<file path="config.mk">
export PLATFORM = sky130hd
export DESIGN_NAME = io_byte_bridge
export DESIGN_NICKNAME = d
export VERILOG_FILES = /design/src/rtl/iobb_pkg.sv /design/src/rtl/iobb_req_decode.sv /design/src/rtl/iobb_rd_gather.sv /design/src/rtl/iobb_seq.sv /design/src/rtl/io_byte_bridge.sv
export SDC_FILE = /design/constraint.sdc
export NUM_CORES = 1
export LEC_CHECK = 0
export BUFFER_PORTS_ARGS = -buffer_cell sky130_fd_sc_hd__buf_2
export CAP_MARGIN = 20
export CORE_MARGIN = 3
export CORE_UTILIZATION = 45
export CTS_BUF_LIST = sky130_fd_sc_hd__clkbuf_16
export DETAILED_ROUTE_END_ITERATION = 10
export GPL_TIMING_DRIVEN = 1
export PLACE_DENSITY = 0.68
export SETUP_SLACK_MARGIN = 0.4
export SYNTH_ARGS = -nofsm -noshare
export SYNTH_HDL_FRONTEND = slang
export SYNTH_HIERARCHICAL = 1
export SYNTH_SLANG_ARGS = --single-unit
</file>
<file path="constraint.sdc">
create_clock -name clk -period 6.1 [get_ports clk]
set_input_delay 0.305 -clock clk [delete_from_list [all_inputs] [get_ports clk]]
set_output_delay 0.305 -clock clk [all_outputs]
set_load 0.1 [all_outputs]
</file>
<file path="src/rtl/iobb_pkg.sv">
package iobb_pkg;

    localparam int LANES  = 4;
    localparam int BYTE_W = 8;
    localparam int DATA_W = LANES * BYTE_W;
    localparam int LANE_W = $clog2(LANES);
    localparam int CNT_W  = $clog2(LANES + 1);

    typedef enum logic [2:0] {
        ST_IDLE,
        ST_ACT,
        ST_GAP,
        ST_FIN,
        ST_COOL
    } seq_state_e;

    typedef struct packed {
        logic [LANE_W-1:0] first;
        logic [CNT_W-1:0]  cnt;
        logic              be_bad;
        logic              win_bad;
    } req_plan_t;

    function automatic logic [LANE_W-1:0] f_first_lane(input logic [LANES-1:0] be);
        logic [LANE_W-1:0] r;
        r = '0;
        for (int i = LANES - 1; i >= 0; i--) begin
            if (be[i]) r = LANE_W'(i);
        end
        return r;
    endfunction

    function automatic logic [CNT_W-1:0] f_popcount(input logic [LANES-1:0] be);
        logic [CNT_W-1:0] r;
        r = '0;
        for (int i = 0; i < LANES; i++) begin
            r = r + CNT_W'(be[i]);
        end
        return r;
    endfunction

    function automatic logic f_be_legal(input logic [LANES-1:0] be);
        logic [LANES:0] norm;
        norm = {1'b0, be} >> f_first_lane(be);
        return (be != '0) && ((norm & (norm + 1'b1)) == '0);
    endfunction

endpackage

</file>
<file path="src/rtl/iobb_req_decode.sv">
module iobb_req_decode
    import iobb_pkg::*;
#(
    parameter int              ADDR_W   = 16,
    parameter logic [ADDR_W-1:0] WIN_BASE = 16'h0040
) (
    input  logic [ADDR_W-1:0] addr,
    input  logic [LANES-1:0]  be,
    output req_plan_t         plan
);
    localparam logic [ADDR_W:0] WIN_LO = {1'b0, WIN_BASE};
    localparam logic [ADDR_W:0] WIN_HI = WIN_LO + (ADDR_W + 1)'(LANES - 1);

    logic [LANE_W-1:0] first;
    logic [CNT_W-1:0]  cnt;
    logic              legal;
    logic [ADDR_W:0]   start_a;
    logic [ADDR_W:0]   last_a;

    always_comb begin
        first   = f_first_lane(be);
        cnt     = f_popcount(be);
        legal   = f_be_legal(be);
        start_a = {1'b0, addr} + (ADDR_W + 1)'(first);
        last_a  = start_a + (ADDR_W + 1)'(cnt) - (ADDR_W + 1)'(1);
        plan.first   = first;
        plan.cnt     = cnt;
        plan.be_bad  = !legal;
        plan.win_bad = legal && ((start_a < WIN_LO) || (last_a > WIN_HI));
    end

endmodule

</file>
<file path="src/rtl/iobb_rd_gather.sv">
module iobb_rd_gather
    import iobb_pkg::*;
(
    input  logic              clk,
    input  logic              rst,
    input  logic              clr,
    input  logic              cap_en,
    input  logic [LANE_W-1:0] cap_lane,
    input  logic [BYTE_W-1:0] cap_byte,
    output logic [DATA_W-1:0] word
);
    for (genvar g = 0; g < LANES; g++) begin : g_lane
        always_ff @(posedge clk) begin
            if (rst || clr) begin
                word[g*BYTE_W +: BYTE_W] <= '0;
            end else if (cap_en && (cap_lane == LANE_W'(g))) begin
                word[g*BYTE_W +: BYTE_W] <= cap_byte;
            end
        end
    end

endmodule

</file>
<file path="src/rtl/iobb_seq.sv">
module iobb_seq
    import iobb_pkg::*;
#(
    parameter int GAP_CYC = 5
) (
    input  logic              clk,
    input  logic              rst,
    input  logic              req_valid,
    output logic              req_ready,
    input  logic [LANE_W-1:0] addr_lo,
    input  logic [DATA_W-1:0] req_wdata,
    input  logic              req_write,
    input  req_plan_t         plan,
    output logic [LANE_W-1:0] slv_addr,
    output logic              slv_rd,
    output logic              slv_wr,
    output logic [BYTE_W-1:0] slv_wdata,
    output logic              done,
    output logic              done_err,
    output logic              acc_clr,
    output logic              cap_en,
    output logic [LANE_W-1:0] cap_lane
);
    localparam int GAP_W = $clog2(GAP_CYC + 1);

    seq_state_e        state;
    logic              is_wr;
    logic              err_q;
    logic [CNT_W-1:0]  remain;
    logic [LANE_W-1:0] off;
    logic [LANE_W-1:0] lane_q;
    logic [DATA_W-1:0] data_sh;
    logic [GAP_W-1:0]  cool_cnt;
    logic              accept;
    logic              bad;

    assign req_ready = (state == ST_IDLE);
    assign accept    = req_valid && req_ready;
    assign bad       = plan.be_bad || plan.win_bad;
    assign acc_clr   = accept;

    always_ff @(posedge clk) begin
        if (rst) begin
            state    <= ST_IDLE;
            is_wr    <= 1'b0;
            err_q    <= 1'b0;
            remain   <= '0;
            off      <= '0;
            lane_q   <= '0;
            data_sh  <= '0;
            cool_cnt <= '0;
        end else begin
            unique case (state)
                ST_IDLE: begin
                    if (accept) begin
                        is_wr  <= req_write;
                        err_q  <= bad;
                        remain <= plan.cnt;
                        off    <= addr_lo + plan.first;
                        lane_q <= plan.first;
                        data_sh <= req_wdata >> {plan.first, 3'b000};
                        state  <= bad ? ST_FIN : ST_ACT;
                    end
                end
                ST_ACT: begin
                    remain  <= remain - 1'b1;
                    off     <= off + 1'b1;
                    data_sh <= data_sh >> BYTE_W;
                    state   <= ST_GAP;
                end
                ST_GAP: begin
                    lane_q <= lane_q + 1'b1;
                    state  <= (remain == '0) ? ST_FIN : ST_ACT;
                end
                ST_FIN: begin
                    cool_cnt <= '0;
                    state    <= ST_COOL;
                end
                ST_COOL: begin
                    cool_cnt <= cool_cnt + 1'b1;
                    if (cool_cnt == GAP_W'(GAP_CYC - 1)) state <= ST_IDLE;
                end
                default: state <= ST_IDLE;
            endcase
        end
    end

    assign slv_addr  = off;
    assign slv_rd    = (state == ST_ACT) && !is_wr;
    assign slv_wr    = (state == ST_ACT) && is_wr;
    assign slv_wdata = data_sh[BYTE_W-1:0];
    assign done      = (state == ST_FIN);
    assign done_err  = (state == ST_FIN) && err_q;
    assign cap_en    = (state == ST_GAP) && !is_wr;
    assign cap_lane  = lane_q;

    // a refused request reaches no strobe
    p_bad_quiet_r1: assert property (@(posedge clk) disable iff (rst)
        (accept && bad) |=> !(slv_rd || slv_wr));

    // first access lands on the lowest enabled lane's offset
    p_first_off_r2: assert property (@(posedge clk) disable iff (rst)
        (accept && !bad) |=> (slv_addr == $past(addr_lo + plan.first)));

    p_strobe_drop_r4: assert property (@(posedge clk) disable iff (rst)
        (slv_rd || slv_wr) |=> !(slv_rd || slv_wr));

    p_strobe_excl_r4: assert property (@(posedge clk) disable iff (rst)
        !(slv_rd && slv_wr));

    p_cool_r8: assert property (@(posedge clk) disable iff (rst)
        done |=> !req_ready);

    p_ready_quiet_r9: assert property (@(posedge clk) disable iff (rst)
        req_ready |-> !(slv_rd || slv_wr || done));

    p_done_pulse_r11: assert property (@(posedge clk) disable iff (rst)
        done |=> !done);

endmodule

</file>
<file path="src/rtl/io_byte_bridge.sv">
module io_byte_bridge
    import iobb_pkg::*;
#(
    parameter int                ADDR_W   = 16,
    parameter logic [ADDR_W-1:0] WIN_BASE = 16'h0040,
    parameter int                GAP_CYC  = 5
) (
    input  logic              clk,
    input  logic              rst,
    input  logic              req_valid,
    output logic              req_ready,
    input  logic [ADDR_W-1:0] req_addr,
    input  logic [LANES-1:0]  req_be,
    input  logic [DATA_W-1:0] req_wdata,
    input  logic              req_write,
    output logic              done,
    output logic              done_err,
    output logic [DATA_W-1:0] done_rdata,
    output logic [LANE_W-1:0] slv_addr,
    output logic              slv_rd,
    output logic              slv_wr,
    output logic [BYTE_W-1:0] slv_wdata,
    input  logic [BYTE_W-1:0] slv_rdata
);
    req_plan_t         plan;
    logic              acc_clr;
    logic              cap_en;
    logic [LANE_W-1:0] cap_lane;

    iobb_req_decode #(
        .ADDR_W   (ADDR_W),
        .WIN_BASE (WIN_BASE)
    ) u_decode (
        .addr (req_addr),
        .be   (req_be),
        .plan (plan)
    );

    iobb_seq #(
        .GAP_CYC (GAP_CYC)
    ) u_seq (
        .clk       (clk),
        .rst       (rst),
        .req_valid (req_valid),
        .req_ready (req_ready),
        .addr_lo   (req_addr[LANE_W-1:0]),
        .req_wdata (req_wdata),
        .req_write (req_write),
        .plan      (plan),
        .slv_addr  (slv_addr),
        .slv_rd    (slv_rd),
        .slv_wr    (slv_wr),
        .slv_wdata (slv_wdata),
        .done      (done),
        .done_err  (done_err),
        .acc_clr   (acc_clr),
        .cap_en    (cap_en),
        .cap_lane  (cap_lane)
    );

    iobb_rd_gather u_gather (
        .clk      (clk),
        .rst      (rst),
        .clr      (acc_clr),
        .cap_en   (cap_en),
        .cap_lane (cap_lane),
        .cap_byte (slv_rdata),
        .word     (done_rdata)
    );

endmodule

</file>
==> flow_summary.yaml <==
layout:
  finalNonFillerCells: 842
  filler_cell_count: 1109
  n_antenna_cell: 0
  final_layout_size_suffix_gt1_frac: 0.2690
  area_growth_syn_to_layout_pct: 15.24
  nets: 792
worst_setup_path:
  slowest_stage: "fa_1"
  worstSetupPathType: "in2reg"
  cpPeakStageDelay_ns: 0.45
  critPathLaunchType: "primary input"
  cp_max_fo: 5
  arrival_ns: 4.97
  required_ns: 6.28
  cp-end-kind: "flop"
timing:
  finalMaxSlewViolations: 0
  rsz0062_at_grt: "false"
  relSlewSlack: 0.2606
  final_hold_viol_count: 0
  max_freq_ghz: 0.2091
  period_needed_ns: 4.783
  tightest_slew_ns: 1.103
  tns_ns: 0
  timing.final.crit_share: 0.7841
  setup_violations: 0
  finClkSkew_ns: 0.005838
  fin_ws_ns: 1.317
  whs_ns: 0.2184
routing:
  post-route-drc-count: 0
  vias: 4828
  drt_first_iter_violations: 307
  ant_nets: 0
  wirelength_um: 13650
  firstDrtPassIters: 4
  vias_per_cell: 5.734
  wl_per_cell_um: 16.21
clock_network:
  cts_sinks: 79
  clk_pin_slew_ns: 0.06
  clock_path_buffers: 2
  clock-root-buffer: "clkbuf_16"
  cts_buffers: 9
  postCtsHoldBufs: 0
  cts_tree: "built"
  cts_resized: 0
  insertion_delay_ns: 0.33
  cts_max_level: 3
  post_cts_buffers: 0
power:
  power_density_nw_per_um2: 254.6
  p_leak_uw: 0.002842
  p_total_uw: 1597
  ir_worst_vdd_mv: 0.1992
synth:
  synth.mux.area_fraction: 0.1129
  ys_types: 71
  synth_fa_ha_area_frac: 0.08232
  yosys.area_share.xor_xnor: 0.03886
  syn_area_um2: 5441
  yosysTopAreaCellShare: 0.2906
  yosysMostFrequentCell: "dfxtp_1"
  ys_ff_latch: 79
  synth_common_cells: "79 x dfxtp_1, 49 x mux2i_1, 40 x nor2_1"
  synth-compound-area-share: 0.1872
  synth-main-ff-cell: "dfxtp_1"
  synth_top_family_by_area: "simple AND/OR/NAND/NOR gates"
  synth_area_leaders: "dfxtp_1 29%, mux2i_1 9.0%, ha_1 7.1%"
  yosysTopAreaCell: "dfxtp_1"
  netlist_instances: 611
  synth-edff-count: 0
  syn_avg_cell_area_um2: 8.906
  async_flop_share: 0
  synthSimpleGateAreaFrac: 0.2221
  ys_warn_count: 6
  synth_fp_nets: 709
  yosysSeqAreaShare: 0.2906
die:
  die_height_um: 116.0
  floorplan.initialDensity: 0.4685
  rows: 39
  die_x_um: 116.0
  dieArea_um2: 13450
  core-area_um2: 11610
  pin_count: 111
placement:
  dp_hpwl_um: 9894
  portBuffers: 110
  dp_slack_ns: 1.012
  gp_congestion: 0.8353
  dp_cells: 826
global_routing:
  grt_usage: 0.1996
  first_global_vias: 4627
  antenna_found_initial: 0
  met2_usage: 0.3429
  met3_usage: 0.05065
  grt-busiest-layer: "met2"
  grt_pass1_wl_um: 21920
  globalRoute.totalOverflow: 0
  met1_usage: 0.2494
  grt_max_degree: 82
min_path:
  hold_path.class: "in2reg"
flow_run:
  cap_violations: 0
status:
  status: "complete, no violations"
-- cells by family (layout without fill, tap and decap cells) --
| group | Yosys count | in the layout |
|---|---|---|
| buffers and inverters | 82 | 170 |
| adders and majority gates | 34 | 34 |
| xor gates and xnor gates | 22 | 22 |
| and+or+nand+nor | 192 | 192 |
| muxes | 55 | 55 |
| AOI/OAI and AO/OA | 147 | 147 |
| DFF | 79 | 79 |
-- power by group --
group / total (uW) / internal (uW) / leakage (uW) / switching, uW
logic: 541 / 176 / 0.00207 / 365
clock network: 469 / 268 / 0.000133 / 201
registers: 586 / 556 / 0.000644 / 30.8
-- layout make-up --
class,count,area (um^2),area share
clock buffers,9,225.2,0.03591
flip-flops and latches,79,1582,0.2522
repair buffers,115,588.1,0.09378
inverters,39,147.6,0.02354
multi-input cells,450,3517,0.5609
well taps,143,178.9,0.02853
clock inverters,7,32.53,0.005188
-- state kept, by name (all words and copies together), names as in the netlist --
| name | cells |
|---|---|
| u_seq/slv_addr | 2 |
| u_seq/remain | 3 |
| u_seq/state | 3 |
| u_seq/is_wr | 1 |
| u_seq/data_sh | 32 |
| u_gather/word | 32 |
| u_seq/cool_cnt | 3 |
| u_seq/cap_lane | 2 |
| u_seq/err_q | 1 |
-- per-layer routing --
metal	vias to the layer above	share of wire
met5	-	0
met3	17	0.053
met2	121	0.48
met4	0	0.012
met1	2289	0.45
li1	2401	-
-- worst paths after layout --
path                          start                end  slack (ns)  depth (start not counted)
hold / removal            req_write        u_seq/is_wr        0.22                          3
setup reg to reg     u_seq/state[0]  u_seq/data_sh[29]        3.71                          4
setup / recovery          req_be[2]     u_seq/state[1]        1.32                         26
hold reg to reg   u_seq/data_sh[28]  u_seq/data_sh[28]        0.48                          1
-- cell usage in the layout, fill, tap and decap left out, types with 18 or more instances in the layout --
cell,Yosys,routed
a21oi_1,33,32
buf_2,12,110
dfxtp_1,79,79
ha_1,31,31
inv_1,38,40
mux2i_1,49,49
nand2_1,18,18
nor2_1,40,40
nor3_1,23,22
o22ai_1,20,20
or3b_2,35,35
-- through the flow --
step / cell area [um^2] / util
after global placement: 6013 / 0.5178
after CTS: 6271 / 0.5400
final: 6271 / 0.5400
after global routing: 6271 / 0.5400
after detailed placement: 6013 / 0.5178
after floorplan: 5441 / -
-- critical path, delay by kind of cell --
family / cells / cell delay, ns
fa+ha+maj: 3 / 1.03
compound gates: 8 / 1.26
xor+xnor: 1 / 0.20
buf+inv: 4 / 0.40
simple gates: 10 / 1.80
No activity file was read; power rests on OpenSTA's default activity.
